--- src/rtl/spi_sd_pkg.sv ---
package spi_sd_pkg;

    typedef struct packed {
        logic [2:0] dly_code;
        logic       periph;
        logic       three_pin;
        logic       single;
    } cfg_t;

    localparam logic [1:0] ADDR_CFG  = 2'd0;
    localparam logic [1:0] ADDR_DATA = 2'd1;
    localparam logic [1:0] ADDR_RX   = 2'd2;

    typedef enum logic [2:0] {
        SQ_IDLE,
        SQ_DELAY,
        SQ_LEAD,
        SQ_HIGH,
        SQ_LOW,
        SQ_TRAIL
    } seq_state_e;

    function automatic int unsigned dly_spi_clks(input logic [2:0] code);
        case (code)
            3'd1:    return 4;
            3'd2:    return 8;
            3'd3:    return 16;
            3'd4:    return 32;
            default: return 0;
        endcase
    endfunction

endpackage

--- src/rtl/spi_sd_cfg_reg.sv ---
module spi_sd_cfg_reg
    import spi_sd_pkg::*;
(
    input  logic       clk,
    input  logic       rst_n,
    input  logic       we,
    input  logic [6:0] wdata,
    output cfg_t       cfg,
    output logic [31:0] rdata
);

    cfg_t cfg_d, cfg_q;

    always_comb begin
        cfg_d = cfg_q;
        if (we) begin
            cfg_d.dly_code  = wdata[6:4];
            cfg_d.periph    = wdata[2];
            cfg_d.three_pin = wdata[1];
            cfg_d.single    = wdata[0];
        end
    end

    always_ff @(posedge clk or negedge rst_n) begin
        if (!rst_n) begin
            cfg_q <= '{dly_code: 3'd0, periph: 1'b1, three_pin: 1'b0, single: 1'b0};
        end else begin
            cfg_q <= cfg_d;
        end
    end

    assign cfg   = cfg_q;
    assign rdata = {24'd0, 1'b0, cfg_q.dly_code, 1'b0,
                    cfg_q.periph, cfg_q.three_pin, cfg_q.single};

endmodule

--- src/rtl/spi_sd_seq.sv ---
module spi_sd_seq
    import spi_sd_pkg::*;
#(
    parameter int WORD_W  = 8,
    parameter int CLK_DIV = 4,
    parameter int CNT_W   = 8
) (
    input  logic             clk,
    input  logic             rst_n,
    input  logic             start,
    input  logic [CNT_W-1:0] dly_cyc,
    output logic             sclk,
    output logic             frame,
    output logic             busy,
    output logic             sample_en,
    output logic             shift_en,
    output logic             done
);

    localparam int HALF  = CLK_DIV / 2;
    localparam int BIT_W = (WORD_W > 1) ? $clog2(WORD_W) : 1;
    localparam logic [CNT_W-1:0] HALF_M1  = CNT_W'(HALF - 1);
    localparam logic [BIT_W-1:0] LAST_BIT = BIT_W'(WORD_W - 1);

    typedef struct packed {
        seq_state_e       st;
        logic [CNT_W-1:0] cnt;
        logic [BIT_W-1:0] bitn;
    } seq_t;

    seq_t d, q;

    always_comb begin
        d         = q;
        sample_en = 1'b0;
        shift_en  = 1'b0;
        done      = 1'b0;
        unique case (q.st)
            SQ_IDLE: begin
                if (start) begin
                    d.bitn = '0;
                    if (dly_cyc != '0) begin
                        d.st  = SQ_DELAY;
                        d.cnt = dly_cyc - 1'b1;
                    end else begin
                        d.st  = SQ_LEAD;
                        d.cnt = HALF_M1;
                    end
                end
            end
            SQ_DELAY: begin
                if (q.cnt == '0) begin
                    d.st  = SQ_LEAD;
                    d.cnt = HALF_M1;
                end else begin
                    d.cnt = q.cnt - 1'b1;
                end
            end
            SQ_LEAD: begin
                if (q.cnt == '0) begin
                    d.st      = SQ_HIGH;
                    d.cnt     = HALF_M1;
                    sample_en = 1'b1;
                end else begin
                    d.cnt = q.cnt - 1'b1;
                end
            end
            SQ_HIGH: begin
                if (q.cnt == '0) begin
                    d.cnt = HALF_M1;
                    if (q.bitn == LAST_BIT) begin
                        d.st = SQ_TRAIL;
                    end else begin
                        d.st     = SQ_LOW;
                        d.bitn   = q.bitn + 1'b1;
                        shift_en = 1'b1;
                    end
                end else begin
                    d.cnt = q.cnt - 1'b1;
                end
            end
            SQ_LOW: begin
                if (q.cnt == '0) begin
                    d.st      = SQ_HIGH;
                    d.cnt     = HALF_M1;
                    sample_en = 1'b1;
                end else begin
                    d.cnt = q.cnt - 1'b1;
                end
            end
            SQ_TRAIL: begin
                if (q.cnt == '0) begin
                    d.st = SQ_IDLE;
                    done = 1'b1;
                end else begin
                    d.cnt = q.cnt - 1'b1;
                end
            end
            default: d.st = SQ_IDLE;
        endcase
    end

    always_ff @(posedge clk or negedge rst_n) begin
        if (!rst_n) begin
            q <= '{st: SQ_IDLE, cnt: '0, bitn: '0};
        end else begin
            q <= d;
        end
    end

    assign sclk  = (q.st == SQ_HIGH);
    assign busy  = (q.st != SQ_IDLE);
    assign frame = (q.st == SQ_LEAD) || (q.st == SQ_HIGH) ||
                   (q.st == SQ_LOW)  || (q.st == SQ_TRAIL);

endmodule

--- src/rtl/spi_sd_shifter.sv ---
module spi_sd_shifter #(
    parameter int WORD_W = 8
) (
    input  logic              clk,
    input  logic              rst_n,
    input  logic              load,
    input  logic [WORD_W-1:0] load_word,
    input  logic              shift_en,
    input  logic              sample_en,
    input  logic              miso,
    output logic              mosi,
    output logic [WORD_W-1:0] rx_word
);

    typedef struct packed {
        logic [WORD_W-1:0] tx;
        logic [WORD_W-1:0] rx;
    } sh_t;

    sh_t d, q;

    always_comb begin
        d = q;
        if (load) begin
            d.tx = load_word;
        end else if (shift_en) begin
            d.tx = {q.tx[WORD_W-2:0], 1'b0};
        end
        if (sample_en) begin
            d.rx = {q.rx[WORD_W-2:0], miso};
        end
    end

    always_ff @(posedge clk or negedge rst_n) begin
        if (!rst_n) begin
            q <= '0;
        end else begin
            q <= d;
        end
    end

    assign mosi    = q.tx[WORD_W-1];
    assign rx_word = q.rx;

endmodule

--- src/rtl/spi_start_delay_ctrl.sv ---
module spi_start_delay_ctrl
    import spi_sd_pkg::*;
#(
    parameter int WORD_W  = 8,
    parameter int CLK_DIV = 4
) (
    input  logic        clk,
    input  logic        rst_n,
    input  logic        chan_en,
    input  logic        bus_we,
    input  logic        bus_re,
    input  logic [1:0]  bus_addr,
    input  logic [31:0] bus_wdata,
    output logic [31:0] bus_rdata,
    output logic        busy,
    output logic        rx_valid,
    output logic        sclk,
    output logic        cs_n,
    output logic        mosi,
    input  logic        miso
);

    localparam int MAX_DLY = 32 * CLK_DIV;
    localparam int CNT_W   = $clog2(MAX_DLY + 1);

    cfg_t              cfg;
    logic [31:0]       cfg_rdata;
    logic              three_pin_mode;
    logic              periph_mode;
    logic              accept;
    logic [CNT_W-1:0]  dly_cyc;
    logic              frame, sample_en, shift_en, done;
    logic [WORD_W-1:0] rx_word;

    typedef struct packed {
        logic              first;
        logic              rx_valid;
        logic [WORD_W-1:0] rx_hold;
    } top_t;

    top_t d, q;

    spi_sd_cfg_reg u_cfg (
        .clk   (clk),
        .rst_n (rst_n),
        .we    (bus_we && (bus_addr == ADDR_CFG)),
        .wdata (bus_wdata[6:0]),
        .cfg   (cfg),
        .rdata (cfg_rdata)
    );

    assign three_pin_mode = cfg.three_pin;
    assign periph_mode    = cfg.periph;

    assign accept = bus_we && (bus_addr == ADDR_DATA) && chan_en && !periph_mode && !busy;

    assign dly_cyc = (q.first && cfg.single)
                   ? CNT_W'(dly_spi_clks(cfg.dly_code) * CLK_DIV)
                   : '0;

    spi_sd_seq #(
        .WORD_W  (WORD_W),
        .CLK_DIV (CLK_DIV),
        .CNT_W   (CNT_W)
    ) u_seq (
        .clk       (clk),
        .rst_n     (rst_n),
        .start     (accept),
        .dly_cyc   (dly_cyc),
        .sclk      (sclk),
        .frame     (frame),
        .busy      (busy),
        .sample_en (sample_en),
        .shift_en  (shift_en),
        .done      (done)
    );

    spi_sd_shifter #(
        .WORD_W (WORD_W)
    ) u_sh (
        .clk       (clk),
        .rst_n     (rst_n),
        .load      (accept),
        .load_word (bus_wdata[WORD_W-1:0]),
        .shift_en  (shift_en),
        .sample_en (sample_en),
        .miso      (miso),
        .mosi      (mosi),
        .rx_word   (rx_word)
    );

    always_comb begin
        d = q;
        if (!chan_en) begin
            d.first = 1'b1;
        end else if (accept) begin
            d.first = 1'b0;
        end
        if (done) begin
            d.rx_valid = 1'b1;
            d.rx_hold  = rx_word;
        end else if (bus_re && (bus_addr == ADDR_RX)) begin
            d.rx_valid = 1'b0;
        end
    end

    always_ff @(posedge clk or negedge rst_n) begin
        if (!rst_n) begin
            q <= '{first: 1'b1, rx_valid: 1'b0, rx_hold: '0};
        end else begin
            q <= d;
        end
    end

    always_comb begin
        unique case (bus_addr)
            ADDR_CFG:  bus_rdata = cfg_rdata;
            ADDR_DATA: bus_rdata = {30'd0, q.rx_valid, busy};
            ADDR_RX:   bus_rdata = 32'(q.rx_hold);
            default:   bus_rdata = 32'd0;
        endcase
    end

    assign rx_valid = q.rx_valid;
    assign cs_n     = !(frame && !three_pin_mode);

endmodule

--- config.mk ---
export PLATFORM = sky130hd
export DESIGN_NAME = spi_start_delay_ctrl
export DESIGN_NICKNAME = d
export VERILOG_FILES = /design/src/rtl/spi_sd_pkg.sv /design/src/rtl/spi_sd_cfg_reg.sv /design/src/rtl/spi_sd_seq.sv /design/src/rtl/spi_sd_shifter.sv /design/src/rtl/spi_start_delay_ctrl.sv
export SDC_FILE = /design/constraint.sdc
export NUM_CORES = 1
export LEC_CHECK = 0
export CAP_MARGIN = 20
export CORE_MARGIN = 10
export CORE_UTILIZATION = 45
export DETAILED_ROUTE_END_ITERATION = 8
export GPL_ROUTABILITY_DRIVEN = 0
export PLACE_DENSITY = 0.85
export REMOVE_ABC_BUFFERS = 1
export SLEW_MARGIN = 20
export SYNTH_ARGS = -nofsm -noshare
export SYNTH_HDL_FRONTEND = slang
export SYNTH_SLANG_ARGS = --single-unit
--- constraint.sdc ---
create_clock -name clk -period 2.5 [get_ports clk]
set_input_delay 0.625 -clock clk [delete_from_list [all_inputs] [get_ports clk]]
set_output_delay 0.625 -clock clk [all_outputs]
set_load 0.02 [all_outputs]
Word level (Yosys, flattened, before mapping)
Index checks and enable logic that the tools add are counted.
{"block": "totals", "output_inout_bits": 37, "elab_cells": 93, "register_bits": 46}
{"block": "classes", "eq_ne": 20, "n_addsub": 3, "muxes": 29, "n_reduce_logical": 29}
{"op": "$pmux W8 S3", "n": 2}
{"op": "$mux W8", "n": 5}
{"op": "$pmux W6 S4", "n": 1}
{"op": "$mux W3", "n": 6}
{"op": "$sub A8 B1 Y8 const B", "n": 2}
{"op": "$pmux W3 S5", "n": 1}
{"op": "$mux W14", "n": 1}
{"op": "$eq A3 B2 Y1 const B", "n": 4}
{"op": "$eq A3 B3 Y1 const B", "n": 4}
{"op": "$mux W1", "n": 11}
{"op": "$mux W10", "n": 1}
{"op": "$ne A2 B1 Y1 const B", "n": 5}
{"op": "$logic_and A1 B1 Y1", "n": 8}
{"op": "$logic_not A8 Y1", "n": 1}
{"op": "$reduce_bool A8 Y1", "n": 1}
{"op": "$eq A3 B1 Y1 const B", "n": 2}
{"op": "$ne A2 B2 Y1 const B", "n": 3}
{"op": "$pmux W3 S2", "n": 1}
{"op": "$reduce_bool A2 Y1", "n": 3}
{"op": "$reduce_bool A3 Y1", "n": 2}
{"op": "$reduce_and A5 Y1", "n": 1}
{"op": "$logic_not A1 Y1", "n": 4}
{"op": "$reduce_and A4 Y1", "n": 1}
{"op": "$reduce_or A4 Y1", "n": 1}
{"op": "other kinds (8)", "n": 10}

Longest topological paths before layout
{"block": "depth", "word_depth": 7, "depth_mapped": 9, "ltp_nobuf": 7}

Hierarchy
A second synthesis with hierarchy kept.
{"block": "hier_totals", "cells_unflattened": 316, "hier_area_um2": 3156.8}
{"mod": "spi_sd_seq", "seq_area_each_um2": 350.3, "area_each_um2": 1133.6, "cells_per_inst": 129, "n_inst": 1}
{"mod": "spi_start_delay_ctrl", "seq_area_each_um2": 251.5, "area_each_um2": 765.7, "cells_per_inst": 82, "n_inst": 1}
{"mod": "spi_sd_shifter", "seq_area_each_um2": 400.4, "area_each_um2": 760.7, "cells_per_inst": 59, "n_inst": 1}
{"mod": "spi_sd_cfg_reg", "seq_area_each_um2": 151.4, "area_each_um2": 496.7, "cells_per_inst": 46, "n_inst": 1}

Worst setup path before layout
No wires, ideal clock.
{"block": "synth_path", "path_type": "reg2reg", "from": "register u_seq.q[6] (netlist name)", "to": "register u_sh.q (netlist bit u_sh.rx_word[0])", "arrival_ps": 2177, "synth_period_minus_slack_ps": 2302, "path_slack_ps": 198, "stages_incl_launch_ff": 6, "path_cell_list": "dfrtp_1 or4_1 buf_2 or3_4 nor3b_4 mux2_2"}
{"block": "synth_between", "elab_chain_len": 3}
{"item": "start, declared", "line_no": "spi_sd_seq.sv:31", "source": "seq_t d, q;"}
{"item": "start signal, assigned", "line_no": "spi_sd_seq.sv:105", "source": "q <= '{st: SQ_IDLE, cnt: '0, bitn: '0};"}
{"item": "$logic_not A8 Y1", "line_no": "spi_sd_seq.sv:60, spi_sd_seq.sv:83"}
{"item": "$mux W1", "line_no": "spi_sd_seq.sv:60, spi_sd_seq.sv:83"}
{"item": "$mux W1"}
{"item": "end signal, assigned", "line_no": "spi_sd_shifter.sv:36", "source": "q <= '0;"}
{"item": "end signal, assigned", "line_no": "spi_sd_shifter.sv:38", "source": "q <= d;"}
{"item": "end, declared", "line_no": "spi_sd_shifter.sv:20", "source": "sh_t d, q;"}
No other way between the ends.
A chain may end at the register's enable or synchronous reset.

Final worst setup path
{"block": "layout_path", "from": "input port bus_addr[1]", "to": "output port bus_rdata[6]"}
{"block": "layout_between", "elab_chain_len": 2}
{"item": "start, declared", "line_no": "spi_start_delay_ctrl.sv:12", "source": "input logic [1:0] bus_addr,"}
{"item": "$eq A2 B2 Y1, or another cell as far along", "line_no": "spi_start_delay_ctrl.sv:116", "source": "unique case (bus_addr)"}
{"item": "$pmux W8 S3 *", "line_no": "spi_start_delay_ctrl.sv:116"}
{"item": "end, declared", "line_no": "spi_start_delay_ctrl.sv:14", "source": "output logic [31:0] bus_rdata,"}
Mark *: on every way between the ends. The rest lies on a longest branch, timed or not.

==> out/results.tsv <==
metric	value	unit
Buf/Inv on CP	3	
number of synthesized flops with an enable pin	0	
Final setup viols	0	
Inst Count DP	369	
deepest clock path buffer count	2	
Num CTS Buffers	5	
I/O Buffers	28	
RSZ-0062 raised after global routing	no	
status	finished clean	
layout net count	348	
Core ar.	5570	sq um
Final Cycle Share	98.1	%
HPWL after DPL	4320	microns
ys async rst share	100	%
Max Freq	408	MHz
Die Height	96.3	microns
TritonCTS Sinks	46	
Worst Clk Skew	0.00434	ns
worst setup margin	0.0480	ns
commonest non-fill, non-tap cell in the layout	dfrtp_1	
adder-cell area share of the yosys netlist	1.91	%
ANT nets after route	0	
crit path DAT	1.83	ns
Top Family by Delay on Critical Path	buffers and inverters	
Peak VDD IR	0.000407	V
critical path capture point type	output pin	
Vias	2031	
Max FO, Critical Path	5	
CTS tree	done	
sequential-to-total area share from yosys stat	44.0	%
pre-CTS setup slack	-0.283	ns
die area	9280	sq um
hold buffer count at cts	0	
clk root buf	clkbuf_8	
Post-Syn Instances	261	
Synth Flop Type	dfrtp_1	
area share of and/or/nand/nor cells after synthesis	16.0	%
GR Util All Layers	13.3	%
post-synthesis xor/xnor area fraction	0.334	%
pin count of the biggest net entering global routing	47	
synth warn	0	
wire per inst	15.5	microns
Initial Utilization	47.0	%
combinational family with the most area after synthesis	simple AND/OR/NAND/NOR gates	
drt first pass iters	4	
Least-Margin Pin Slew	0.582	ns
cell area power density	492	nW/um^2
cell area after layout	3110	sq um
mux cell area share after synthesis	14.0	%
Critical Path, Cell by Cell	clkdlybuf4s50_1, buf_4, mux2i_1, nor2_1, clkdlybuf4s15_1	
Max Slew Vio Count	0	
Final Non-Filler Cells	377	
remaining global-route overflow	0	
cells taking the most area after synthesis	dfrtp_1 (42%), mux2_2 (9.0%), buf_4 (6.9%)	
dpl cell area	3020	sq um
Synth Area in Compound Gates	13.9	%
vias in the first global route	2064	
max cap viols	0	
crit start category	primary input	
Pleak	1.43	nW
Top Ports	77	
synthesized cell area	2620	sq um
die width	96.3	microns
Slew HR	60.2	%
Avg Synthesized Cell Area	10.0	sq um
Fill cells	497	
via/cell ratio	5.39	
CTS H-tree depth	2	
FP Rows	27	
ANT cells	0	
Worst-path clk slew	0.08	ns
DRC	0	
Area growth syn-to-layout	18.6	%
minimum clock period	2.45	ns
fraction of layout cells with a size suffix above 1	22.0	%
initial antenna violation count	0	
Hold Crit Class	in -> async	
Final Hold Fails	0	
first-pass GRT wire length	9780	microns
Crit Path Category	in -> out	
post-synthesis register bit count	46	
most frequent cells in the layout	dfrtp_1 (44), conb_1 (24), o21ai_0 (22)	
area leader, netlist	dfrtp_1	
crit path max-delay cell type	clkdlybuf4s50_1	
Max stage delay on crit path	0.48	ns
post-synth top area share	42.0	%
DRT Wirelength	5840	microns
Yosys cell types	51	
critical path required time	1.88	ns
First DRT Iteration DRCs	219	
worst skew pair latency	0.30	ns
==> cells by family after synthesis <==
group | after synthesis
xor gates and xnor gates | 1
other | 1
and+or+nand+nor | 75
AOI/OAI and AO/OA | 57
buffers and inverters | 43
adders and majority gates | 4
muxes | 34
DFF | 46
==> report_power, final <==
part | switching, mW | total, mW | leakage [nW] | internal [mW]
sequential | 0.0228 | 0.791 | 0.571 | 0.768
combinational | 0.111 | 0.191 | 0.809 | 0.0806
clock | 0.249 | 0.547 | 0.0514 | 0.298
total | 0.382 | 1.53 | 1.43 | 1.15
==> per-stage QoR <==
stage                     hold WS, ns  util [%]  TNS (ns)  total power, mW
after detailed placement        0.488      54.1     -1.96            0.999
final                           0.388      55.8         0             1.53
after global routing            0.445      55.8         0             1.59
after floorplan                 0.329         -    -0.598            0.901
after global placement          0.471      54.1     -1.53            0.995
after CTS                       0.421      56.0  -0.00124             1.54
==> worst reg2reg max path: stages, from the launching register on <==
cell	delay [ns]
dfrtp_1	0.41
inv_1	0.08
ha_1	0.19
or4b_2	0.63
nor2_1	0.15
or4_1	0.32
o32ai_1	0.14
a22o_1	0.23
==> final timing paths <==
path	from	endpoint	slack, ns	depth (start not counted)
min	rst_n	u_seq.q[3]	0.39	2
max reg2reg	u_seq.q[4]	u_seq.q[8]	0.24	7
min reg2reg	u_sh.q[8]	u_sh.q[8]	0.50	1
min in group clk	u_sh.q[8]	u_sh.q[8]	0.50	1
max	bus_addr[1]	bus_rdata[6]	0.05	5
max in group asynchronous	rst_n	u_sh.mosi	1.71	2
==> state kept, by name, indices dropped and copies added (netlist names) <==
name,count
q,9
rx_valid,1
u_cfg.cfg,6
u_seq.q,14
u_sh.mosi,1
u_sh.q,7
u_sh.rx_word,8
==> repair_timing <==
item,CTS,global route
buffers inserted,0,0
endpoints found under the setup margin,9,4
gates resized for setup,13,9
gates cloned,0,0
==> cells in the mapped netlist, drive strengths merged, types with 3 or more instances <==
| master | count |
|---|---|
| a21o | 4 |
| a21oi | 7 |
| a22o | 5 |
| buf | 28 |
| clkbuf | 8 |
| dfrtp | 44 |
| ha | 4 |
| inv | 7 |
| mux2 | 21 |
| mux2i | 13 |
| nand2 | 21 |
| nand2b | 6 |
| nand3 | 4 |
| nand3b | 3 |
| nor2 | 15 |
| nor3 | 6 |
| o21ai | 22 |
| o22ai | 3 |
| or3 | 5 |
==> layout make-up <==
type                    instances  area (sq um)  share of cell area, %
clock buffers                   6          72.6                   2.33
clock inverters                 2          37.5                   1.21
inverters                       7          26.3                  0.845
multi-input cells             195          1310                   42.1
flip-flops and latches         46          1150                   37.1
well taps                      72          90.1                   2.90
repair buffers                 49           420                   13.5
==> routing by layer <==
layer / track usage (%) / part of all wire [%]
met2: 22.6 / 50
met3: 3.74 / 7.0
met5: 0 / 0
met4: 5.08 / 1.5
met1: 15.5 / 41
No activity file was read; power rests on OpenSTA's default activity.
